### config.mk
export PLATFORM = sky130hd
export DESIGN_NAME = agu_dual
export DESIGN_NICKNAME = d
export VERILOG_FILES = /design/src/rtl/agu_pkg.sv /design/src/rtl/agu_arith.sv /design/src/rtl/agu_regfile.sv /design/src/rtl/agu_dual.sv
export SDC_FILE = /design/constraint.sdc
export NUM_CORES = 2
export LEC_CHECK = 0
export BUFFER_PORTS_ARGS = -buffer_cell sky130_fd_sc_hd__buf_4
export CAP_MARGIN = 20
export CORE_AREA = 4 4 362 364
export DETAILED_ROUTE_END_ITERATION = 8
export DIE_AREA = 0 0 366 368
export PLACE_DENSITY = 0.48
export SYNTH_ARGS = -nofsm -noshare
export SYNTH_HDL_FRONTEND = slang
export SYNTH_SLANG_ARGS = --single-unit
### constraint.sdc
create_clock -name clk -period 16.9 [get_ports clk]
set_clock_uncertainty 0.2 [all_clocks]
set_input_delay 3.38 -clock clk [delete_from_list [all_inputs] [get_ports clk]]
set_output_delay 3.38 -clock clk [all_outputs]
set_load 0.005 [all_outputs]
### src/rtl/agu_pkg.sv
package agu_pkg;
   typedef enum logic [2:0] {
      MD_HOLD    = 3'd0,
      MD_POSTINC = 3'd1,
      MD_POSTDEC = 3'd2,
      MD_POSTADD = 3'd3,
      MD_POSTSUB = 3'd4,
      MD_INDEX   = 3'd5,
      MD_PREDEC  = 3'd6,
      MD_SPARE   = 3'd7
   } agu_mode_e;

   typedef enum logic [1:0] {
      RK_PTR  = 2'd0,
      RK_OFS  = 2'd1,
      RK_MOD  = 2'd2,
      RK_NONE = 2'd3
   } agu_kind_e;

   localparam int unsigned NUM_WPORTS = 3;
endpackage

### src/rtl/agu_arith.sv
module agu_arith #(
   parameter int unsigned AW          = 16,
   parameter bit          HAS_REVERSE = 1'b1
) (
   input  logic [AW-1:0] r_i,
   input  logic [AW-1:0] n_i,
   input  logic [AW-1:0] m_i,
   input  logic [2:0]    mode_i,
   output logic [AW-1:0] addr_o,
   output logic [AW-1:0] nxt_o,
   output logic          wb_o
);
   import agu_pkg::*;

   agu_mode_e     md;
   logic          use_n, sub, is_rev, is_mod;
   logic [AW-1:0] mag, lin, circ, rc, calc, mask, lower;
   logic [AW:0]   upper, span, absw;

   assign md = agu_mode_e'(mode_i);

   always_comb begin
      use_n = md inside {MD_POSTADD, MD_POSTSUB, MD_INDEX};
      sub   = md inside {MD_POSTDEC, MD_POSTSUB, MD_PREDEC};
      mag   = use_n ? n_i : AW'(1);
      lin   = sub ? (r_i - mag) : (r_i + mag);
   end

   // circular buffer: base aligned to next power of two above modifier
   always_comb begin
      mask = m_i;
      for (int i = 1; i < AW; i++) mask = mask | (mask >> i);
      lower = r_i & ~mask;
      upper = {1'b0, lower} + {1'b0, m_i};
      span  = {1'b0, m_i} + 1'b1;
      absw  = sub ? ({1'b0, r_i} - {1'b0, mag}) : ({1'b0, r_i} + {1'b0, mag});
      if (sub && (absw[AW] || (absw < {1'b0, lower})))
         circ = AW'(absw + span);
      else if (!sub && (absw > upper))
         circ = AW'(absw - span);
      else
         circ = AW'(absw);
   end

   function automatic logic [AW-1:0] brev(input logic [AW-1:0] v);
      for (int i = 0; i < AW; i++) brev[i] = v[AW-1-i];
   endfunction

   if (HAS_REVERSE) begin : g_rev
      assign rc = brev(sub ? (brev(r_i) - brev(mag)) : (brev(r_i) + brev(mag)));
   end else begin : g_norev
      assign rc = lin;
   end

   always_comb begin
      is_rev = (m_i == '0);
      is_mod = !m_i[AW-1] && !is_rev;
      calc   = is_rev ? rc : (is_mod ? circ : lin);
      addr_o = (md inside {MD_INDEX, MD_PREDEC}) ? calc : r_i;
      nxt_o  = calc;
      wb_o   = md inside {MD_POSTINC, MD_POSTDEC, MD_POSTADD, MD_POSTSUB, MD_PREDEC};
   end
endmodule

### src/rtl/agu_regfile.sv
module agu_regfile #(
   parameter int unsigned AW    = 16,
   parameter int unsigned TPF   = 4,
   parameter int unsigned BASE  = 0,
   parameter int unsigned IDX_W = 3,
   parameter int unsigned NWP   = 3,
   localparam int unsigned SEL_W = $clog2(TPF)
) (
   input  logic                          clk,
   input  logic                          rst_n,
   input  logic [NWP-1:0]                wp_we,
   input  logic [NWP-1:0][1:0]           wp_kind,
   input  logic [NWP-1:0][IDX_W-1:0]     wp_idx,
   input  logic [NWP-1:0][AW-1:0]        wp_data,
   input  logic [SEL_W-1:0]              sel_i,
   input  logic                          upd_en_i,
   input  logic [AW-1:0]                 upd_val_i,
   output logic [AW-1:0]                 r_o,
   output logic [AW-1:0]                 n_o,
   output logic [AW-1:0]                 m_o,
   output logic [TPF-1:0][AW-1:0]        r_all_o
);
   import agu_pkg::*;

   logic [AW-1:0] r_q [TPF];
   logic [AW-1:0] n_q [TPF];
   logic [AW-1:0] m_q [TPF];

   for (genvar t = 0; t < TPF; t++) begin : g_trip
      localparam logic [IDX_W-1:0] MY_IDX = IDX_W'(BASE + t);
      always_ff @(posedge clk or negedge rst_n) begin
         if (!rst_n) begin
            r_q[t] <= '0;
            n_q[t] <= '0;
            m_q[t] <= '1;
         end else begin
            if (upd_en_i && (sel_i == SEL_W'(t))) r_q[t] <= upd_val_i;
            // last assignment wins: port 0 (global bus) has top priority
            for (int p = NWP - 1; p >= 0; p--) begin
               if (wp_we[p] && (wp_idx[p] == MY_IDX)) begin
                  case (agu_kind_e'(wp_kind[p]))
                     RK_PTR:  r_q[t] <= wp_data[p];
                     RK_OFS:  n_q[t] <= wp_data[p];
                     RK_MOD:  m_q[t] <= wp_data[p];
                     default: ;
                  endcase
               end
            end
         end
      end
      assign r_all_o[t] = r_q[t];
   end

   assign r_o = r_q[sel_i];
   assign n_o = n_q[sel_i];
   assign m_o = m_q[sel_i];
endmodule

### src/rtl/agu_dual.sv
module agu_dual #(
   parameter int unsigned AW          = 16,
   parameter int unsigned TPF         = 4,
   parameter bit          HAS_REVERSE = 1'b1,
   localparam int unsigned SEL_W = $clog2(TPF),
   localparam int unsigned NTRIP = 2 * TPF,
   localparam int unsigned IDX_W = $clog2(NTRIP)
) (
   input  logic             clk,
   input  logic             rst_n,
   input  logic             gdb_we,
   input  logic [1:0]       gdb_kind,
   input  logic [IDX_W-1:0] gdb_idx,
   input  logic [AW-1:0]    gdb_data,
   input  logic             xdb_we,
   input  logic [1:0]       xdb_kind,
   input  logic [IDX_W-1:0] xdb_idx,
   input  logic [AW-1:0]    xdb_data,
   input  logic             ydb_we,
   input  logic [1:0]       ydb_kind,
   input  logic [IDX_W-1:0] ydb_idx,
   input  logic [AW-1:0]    ydb_data,
   input  logic [SEL_W-1:0] lo_sel,
   input  logic [2:0]       lo_mode,
   input  logic             lo_upd,
   input  logic             lo_bsel,
   input  logic [SEL_W-1:0] hi_sel,
   input  logic [2:0]       hi_mode,
   input  logic             hi_upd,
   input  logic             hi_bsel,
   output logic [AW-1:0]    xab,
   output logic [AW-1:0]    yab,
   output logic             bus_clash
);
   import agu_pkg::*;

   if (AW < 4) begin : g_bad_aw
      $error("agu_dual: AW must be at least 4");
   end
   if ((TPF < 2) || ((1 << SEL_W) != TPF)) begin : g_bad_tpf
      $error("agu_dual: TPF must be a power of two, at least 2");
   end

   logic [NUM_WPORTS-1:0]                wp_we;
   logic [NUM_WPORTS-1:0][1:0]           wp_kind;
   logic [NUM_WPORTS-1:0][IDX_W-1:0]     wp_idx;
   logic [NUM_WPORTS-1:0][AW-1:0]        wp_data;
   logic [NTRIP-1:0][AW-1:0]             r_all;

   // port 0 = global bus (highest priority), 1 = X data, 2 = Y data
   assign wp_we   = {ydb_we,   xdb_we,   gdb_we};
   assign wp_kind = {ydb_kind, xdb_kind, gdb_kind};
   assign wp_idx  = {ydb_idx,  xdb_idx,  gdb_idx};
   assign wp_data = {ydb_data, xdb_data, gdb_data};

   logic [1:0][SEL_W-1:0] f_sel;
   logic [1:0][2:0]       f_mode;
   logic [1:0]            f_upd;
   logic [AW-1:0]         f_addr [2];

   assign f_sel  = {hi_sel, lo_sel};
   assign f_mode = {hi_mode, lo_mode};
   assign f_upd  = {hi_upd, lo_upd};

   for (genvar f = 0; f < 2; f++) begin : g_file
      logic [AW-1:0] r_s, n_s, m_s, nxt;
      logic          wb;

      agu_regfile #(
         .AW(AW), .TPF(TPF), .BASE(f * TPF), .IDX_W(IDX_W), .NWP(NUM_WPORTS)
      ) u_rf (
         .clk       (clk),
         .rst_n     (rst_n),
         .wp_we     (wp_we),
         .wp_kind   (wp_kind),
         .wp_idx    (wp_idx),
         .wp_data   (wp_data),
         .sel_i     (f_sel[f]),
         .upd_en_i  (wb && f_upd[f]),
         .upd_val_i (nxt),
         .r_o       (r_s),
         .n_o       (n_s),
         .m_o       (m_s),
         .r_all_o   (r_all[f*TPF +: TPF])
      );

      agu_arith #(.AW(AW), .HAS_REVERSE(HAS_REVERSE)) u_alu (
         .r_i    (r_s),
         .n_i    (n_s),
         .m_i    (m_s),
         .mode_i (f_mode[f]),
         .addr_o (f_addr[f]),
         .nxt_o  (nxt),
         .wb_o   (wb)
      );
   end

   always_comb begin
      if (!lo_bsel)      xab = f_addr[0];
      else if (!hi_bsel) xab = f_addr[1];
      else               xab = '0;
      if (lo_bsel)       yab = f_addr[0];
      else if (hi_bsel)  yab = f_addr[1];
      else               yab = '0;
      bus_clash = (lo_bsel == hi_bsel);
   end
endmodule

---- Word-level counts from Yosys, hierarchy flattened ----
Cells that the tools add are included.
storage, ports and cells
  word-level logic and storage cells ...... 390
  bits of input ports ..................... 82
  bits in registers ....................... 384
cells by class
  $add $sub $neg .......................... 20
  $lt $le $gt $ge ......................... 6
  reduce and logical (&&, ||, !) cells .... 66
  equality and inequality tests ........... 46
  bitwise logic cells ..................... 36
  muxes and demuxes ....................... 192
operator list
  kind                     count
  $mux W16                 184
  $bmux W16 S2             6
  $add A16 B16 Y16         6
  $sub A16 B16 Y16         6
  $add A16 B16 Y17         4
  $eq A3 B3 Y1 const B     18
  $logic_and A1 B1 Y1      40
  $gt A17 B17 Y1           2
  $lt A17 B16 Y1           2
  $mux W17                 2
  $sub A16 B16 Y17         2
  $add A16 B1 Y16 const B  2
  $and A16 B16 Y16         2
  $logic_not A16 Y1        2
  $not A16 Y16             2
  $or A16 B1 Y16           2
  $or A16 B10 Y16          2
  $or A16 B11 Y16          2
  $or A16 B12 Y16          2
  $or A16 B13 Y16          2
  $or A16 B14 Y16          2
  $or A16 B15 Y16          2
  $or A16 B2 Y16           2
  $or A16 B3 Y16           2
  other kinds (20)         68

---- Longest topological paths before layout ----
  depth after elaboration ................. 35
  gate-level depth with buffers ........... 35
  depth with buffers taken out ............ 32

---- Cells and area by module ----
Synthesis repeated with hierarchy kept, for this count alone.
unflattened totals
  cell total of the unflattened synthesis .. 4806
  area total of the unflattened synthesis .. 39092.5 sq um
modules (own cells, without submodules)
  module                        area an instance (sq um)  instances  cells each
  agu_regfile (g_file[1].u_rf)  13127.6                   1          1425
  agu_regfile (g_file[0].u_rf)  12598.3                   1          1425
  agu_arith (g_file[0].u_alu)   6697.7                    1          984
  agu_arith (g_file[1].u_alu)   6258.5                    1          924
  agu_dual                      410.4                     1          48

---- Worst setup path after synthesis ----
No wires, ideal clock.
  path kind ............................... input -> output
  start point ............................. input hi_sel[0]
  end point ............................... output yab[7]
  stages on the path ...................... 33
  arrival ................................. 11.115 ns
  path slack .............................. 2.205 ns
  buffers on the path ..................... 7
  path through ............................ buf_4 buf_6 buf_1 clkbuf_1 clkbuf_1 buf_1 mux4_2 nand3_1 inv_1 fa_1 a21o_1 a21oi_1 o21bai_1 a21oi_1 o21bai_1 a21oi_1 o21bai_1 a21oi_1 o21ai_0 a31oi_1 xor2_1 ha_1 a21o_1 a21o_1 a21oi_1 nand3_1 o21ai_0 clkbuf_1 o32a_1 mux2i_1 o31ai_2 o311ai_0 o21bai_1
on the way
  word-level cells in the longest chain between the ends .. 31
  elaborated cells on any way between the ends .. 57
ends and longest elaborated chain
  what                                          line                                                     text
  from (decl)                                   agu_dual.sv:27                                           input logic [SEL_W-1:0] hi_sel,
  $not A2 Y3 (implied by the code) (*)          agu_regfile.sv:54, agu_regfile.sv:55, agu_regfile.sv:56
  $bmux W16 S2                                  agu_regfile.sv:56                                        assign m_o = m_q[sel_i];
  $mux W16 (implied by the code) (2 in series)  agu_regfile.sv:56
  $or A16 B15 Y16                               agu_arith.sv:32                                          for (int i = 1; i < AW; i++) mask = mask | (mask >> i);
  $or A16 B14 Y16                               agu_arith.sv:32
  $or A16 B13 Y16                               agu_arith.sv:32
  $or A16 B12 Y16                               agu_arith.sv:32
  $or A16 B11 Y16                               agu_arith.sv:32
  [13 not listed]                               -
  $gt A17 B17 Y1                                agu_arith.sv:39                                          else if (!sub && (absw > upper))
  $logic_and A1 B1 Y1                           agu_arith.sv:39
  $mux W16                                      agu_arith.sv:39
  $mux W16                                      agu_arith.sv:37                                          if (sub && (absw[AW] || (absw < {1'b0, lower})))
  $mux W16 (2 in series)                        agu_arith.sv:58                                          calc = is_rev ? rc : (is_mod ? circ : lin);
  $mux W16 (*)                                  agu_arith.sv:59                                          addr_o = (md inside {MD_INDEX, MD_PREDEC}) ? calc : r_i;
  $mux W16 (*)                                  agu_dual.sv:103                                          else if (hi_bsel) yab = f_addr[1];
  $mux W16 (*)                                  agu_dual.sv:102                                          if (lo_bsel) yab = f_addr[0];
  to (decl)                                     agu_dual.sv:32                                           output logic [AW-1:0] yab,
Every way passes the cells marked *; elsewhere a longest branch is shown, timed or not. The select of a mux whose other input is x is not followed.

---- Worst setup path after layout ----
  start point ............................. input lo_sel[1]
  end point ............................... output xab[3]
on the way
  word-level cells in the longest chain between the ends .. 30
  elaborated cells on any way between the ends .. 56
ends and longest elaborated chain
  what                                          line                                                     text
  from (decl)                                   agu_dual.sv:23                                           input logic [SEL_W-1:0] lo_sel,
  $not A2 Y3 (implied by the code) (*)          agu_regfile.sv:54, agu_regfile.sv:55, agu_regfile.sv:56
  $bmux W16 S2                                  agu_regfile.sv:56
  $mux W16 (implied by the code) (2 in series)  agu_regfile.sv:56
  $or A16 B15 Y16                               agu_arith.sv:32
  $or A16 B14 Y16                               agu_arith.sv:32
  $or A16 B13 Y16                               agu_arith.sv:32
  $or A16 B12 Y16                               agu_arith.sv:32
  $or A16 B11 Y16                               agu_arith.sv:32
  [12 not listed]                               -
  $add A16 B16 Y17                              agu_arith.sv:34                                          upper = {1'b0, lower} + {1'b0, m_i};
  $gt A17 B17 Y1                                agu_arith.sv:39
  $logic_and A1 B1 Y1                           agu_arith.sv:39
  $mux W16                                      agu_arith.sv:39
  $mux W16                                      agu_arith.sv:37
  $mux W16 (2 in series)                        agu_arith.sv:58
  $mux W16 (*)                                  agu_arith.sv:59
  $mux W16 (*)                                  agu_dual.sv:99                                           if (!lo_bsel) xab = f_addr[0];
  to (decl)                                     agu_dual.sv:31                                           output logic [AW-1:0] xab,
Marked as above.

==> flow_summary.ini <==
[synthesis]
synth_edf_count = 0
synth-adder-area-share_pct = 7.93
yosys.area_share.simple_pct = 19.2
synth.yosys.seq_area_share_pct = 25.7
synth_top_family_by_area = compound AO/OA/AOI/OAI gates
synthMuxAreaShare_pct = 13.5
synth_top_area_share_pct = 16.8
syn_avg_cell_area_um2 = 7.77
yosysWarnings = 0
ys_ff_latch = 384
yosysTopAreaCell = dfrtp_1
synth-async-reset-ratio_pct = 100
ys.flop_type = dfrtp_1
netlist_top_cells_area = dfrtp_1 (17%), dfstp_2 (8.8%), o21ai_0 (8.5%)
synth-compound-area-share_pct = 24.7
synth_xor_area_share_pct = 3.86
synth.net_count = 5216
synth_cell_type_count = 94
syn_area_um2 = 38000
synthCells = 4899

[finish]
final_util_pct = 33.2
layout.cells.non_filler = 6509
final_nets = 5123
final_common_cell = nand2_1
layout_common_cells = nand2_1 (788), o21ai_0 (642), nor2_1 (375)
area_growth_pct = 11.2
layout-drive-gt1-share_pct = 12.5
fin_area_um2 = 42300

[die]
num_io_pins = 115
design.core.area_um2 = 127000
rows = 131
die_h_um = 368
fp.dieW_um = 366
die_area_um2 = 135000
start_util_pct = 29.9

[worst_setup_path]
end_kind = primary output
slowest_delay_ps = 1040
worst-setup-path-type = in2out
critPathMostFrequentCell = a21oi_1
critPathMaxFanout = 36
arrival_ps = 12240
required_ps = 13320
crit_slowest_cell = a221oi_1
startpoint_type = input pin

[sta]
final.min_clock_period_ps = 15820
tns_ps = 0
final-max-slew-violation-count = 0
fin_ws_ps = 1080
rsz0062_at_grt = no
setup_viol = 0
relSlewSlack_pct = 14.8
worst_slew_pin_slew_ps = 1280
fmax_mhz = 63.2
hold_violations = 0
period_share_pct = 93.6

[outcome]
status = finished, final reports clean

[cts]
post_cts_buffers = 0
h-tree-depth = 2
cts_sinks = 384
cts_resized = 0
clk_pin_slew_ps = 60
cts_root_buf = clkbuf_16
cts_hold_buf = 0
cts_tree = built
clock_latency_ps = 620
cts_max_path_buffers = 3
cts_buffers = 49

[routing]
drt_iter0_drc = 4720
drcViolationCount = 0
wirelength_mm = 180
first_pass_iters = 7
routed_via_density = 5.90
wl_per_cell_um = 27.6
vias = 38400
ant_nets = 0

[global_route]
grt-ovfl-total = 0
grt_use_total_pct = 25.5
antenna_found_initial = 9
grt_max_degree = 76
grt_pass1_wl_mm = 260
grt_pass1_vias = 35700

[place]
placed_cell_area_um2 = 40600
port_buffers = 114
hpwlAfterDp_mm = 127
placed_cells = 6410
gp_congestion = 0.944
place_ws_ps = 1240

[power]
ir_drop_uv = 140
p_per_area_nw_per_um2 = 233
leakage_nw = 17.9

[flow_run]
drv_cap = 0

[hold_path]
hold_class = reg2reg
state kept, by name, summed over array words and instances (netlist names):
register	count
g_file.u_rf.m_q	128
g_file.u_rf.n_q	128
g_file.u_rf.r_all_o	128
per-stage QoR:
| step | hold slack [ps] | total power [mW] |
|---|---|---|
| CTS | 313 | 9.69 |
| global placement | 300 | 8.59 |
| floorplan | 273 | 6.14 |
| finish | 317 | 9.84 |
| detailed placement | 299 | 8.58 |
| global route | 319 | 10.5 |
worst max-delay path, delay by kind of cell:
family,cells,cell delay [ps]
AO/OA/AOI/OAI,17,4740
XOR/XNOR,1,170
adder cells (fa/ha/maj),2,500
buffers and inverters,3,760
multiplexers,2,940
AND/OR/NAND/NOR,7,1640
synth_stat cells (30+ instances only):
| cell type | n |
|---|---|
| nand2_1 | 788 |
| o21ai_0 | 644 |
| nor2_1 | 397 |
| clkbuf_1 | 330 |
| a21oi_1 | 291 |
| mux2i_1 | 291 |
| dfrtp_1 | 256 |
| ha_1 | 225 |
| inv_1 | 153 |
| dfstp_2 | 128 |
| nor3_1 | 124 |
| nand3_1 | 108 |
| mux4_2 | 96 |
| xnor2_1 | 84 |
| xor2_1 | 81 |
| a21o_1 | 78 |
| a211oi_1 | 56 |
| o22ai_1 | 42 |
| a31oi_1 | 41 |
| nand4_1 | 36 |
| nor2b_1 | 36 |
| o21a_1 | 36 |
| o31ai_1 | 36 |
| a221oi_1 | 35 |
| o21bai_1 | 31 |
| or3_1 | 30 |
cell type report:
cell class | instances | area (µm²)
multi-input combinational | 3993 | 26500
inverter | 154 | 578
timing repair buffer | 224 | 1820
clock inverter | 13 | 146
antenna | 4 | 10.0
fill | 13400 | 85100
tap | 1662 | 2080
clock buffer | 75 | 1430
sequential | 384 | 9770
kinds of logic (layout without fill, tap and decap cells):
| family | Yosys count | after routing |
|---|---|---|
| flip-flops | 384 | 384 |
| buffers and inverters | 522 | 466 |
| XOR/XNOR | 166 | 166 |
| multiplexers | 391 | 391 |
| other | 0 | 4 |
| AO/OA/AOI/OAI | 1532 | 1532 |
| adder cells (fa/ha/maj) | 235 | 235 |
| AND/OR/NAND/NOR | 1669 | 1669 |
metal layers:
metal	part of all wire (%)	global-route usage (%)
met1	45	36.6
met5	0.032	0
met2	43	38.7
met4	2.7	6.24
met3	9.7	5.96
path summary, 6_finish.rpt:
kind | startpoint | slack (ps) | to | depth (start not counted)
worst max-delay path | lo_sel[1] | 1080 | xab[3] | 32
worst min-delay path | g_file[1].u_rf.r_all_o[28] | 320 | g_file[1].u_rf.r_all_o[28] | 1
min in group asynchronous | rst_n | 2600 | g_file[1].u_rf.n_q[43] | 1
worst max register to register | g_file[0].u_rf.m_q[15] | 8200 | g_file[0].u_rf.r_all_o[8] | 32
worst min register to register | g_file[1].u_rf.r_all_o[28] | 320 | g_file[1].u_rf.r_all_o[28] | 1
max in group asynchronous | rst_n | 11700 | g_file[0].u_rf.r_all_o[57] | 3
report_power, final:
group / internal (mW) / switching, mW
sequential: 1.31 / 0.194
clock: 0.611 / 0.454
combinational: 2.66 / 4.60
total: 4.58 / 5.25
Note: power is estimated with default switching activity, not from simulation.
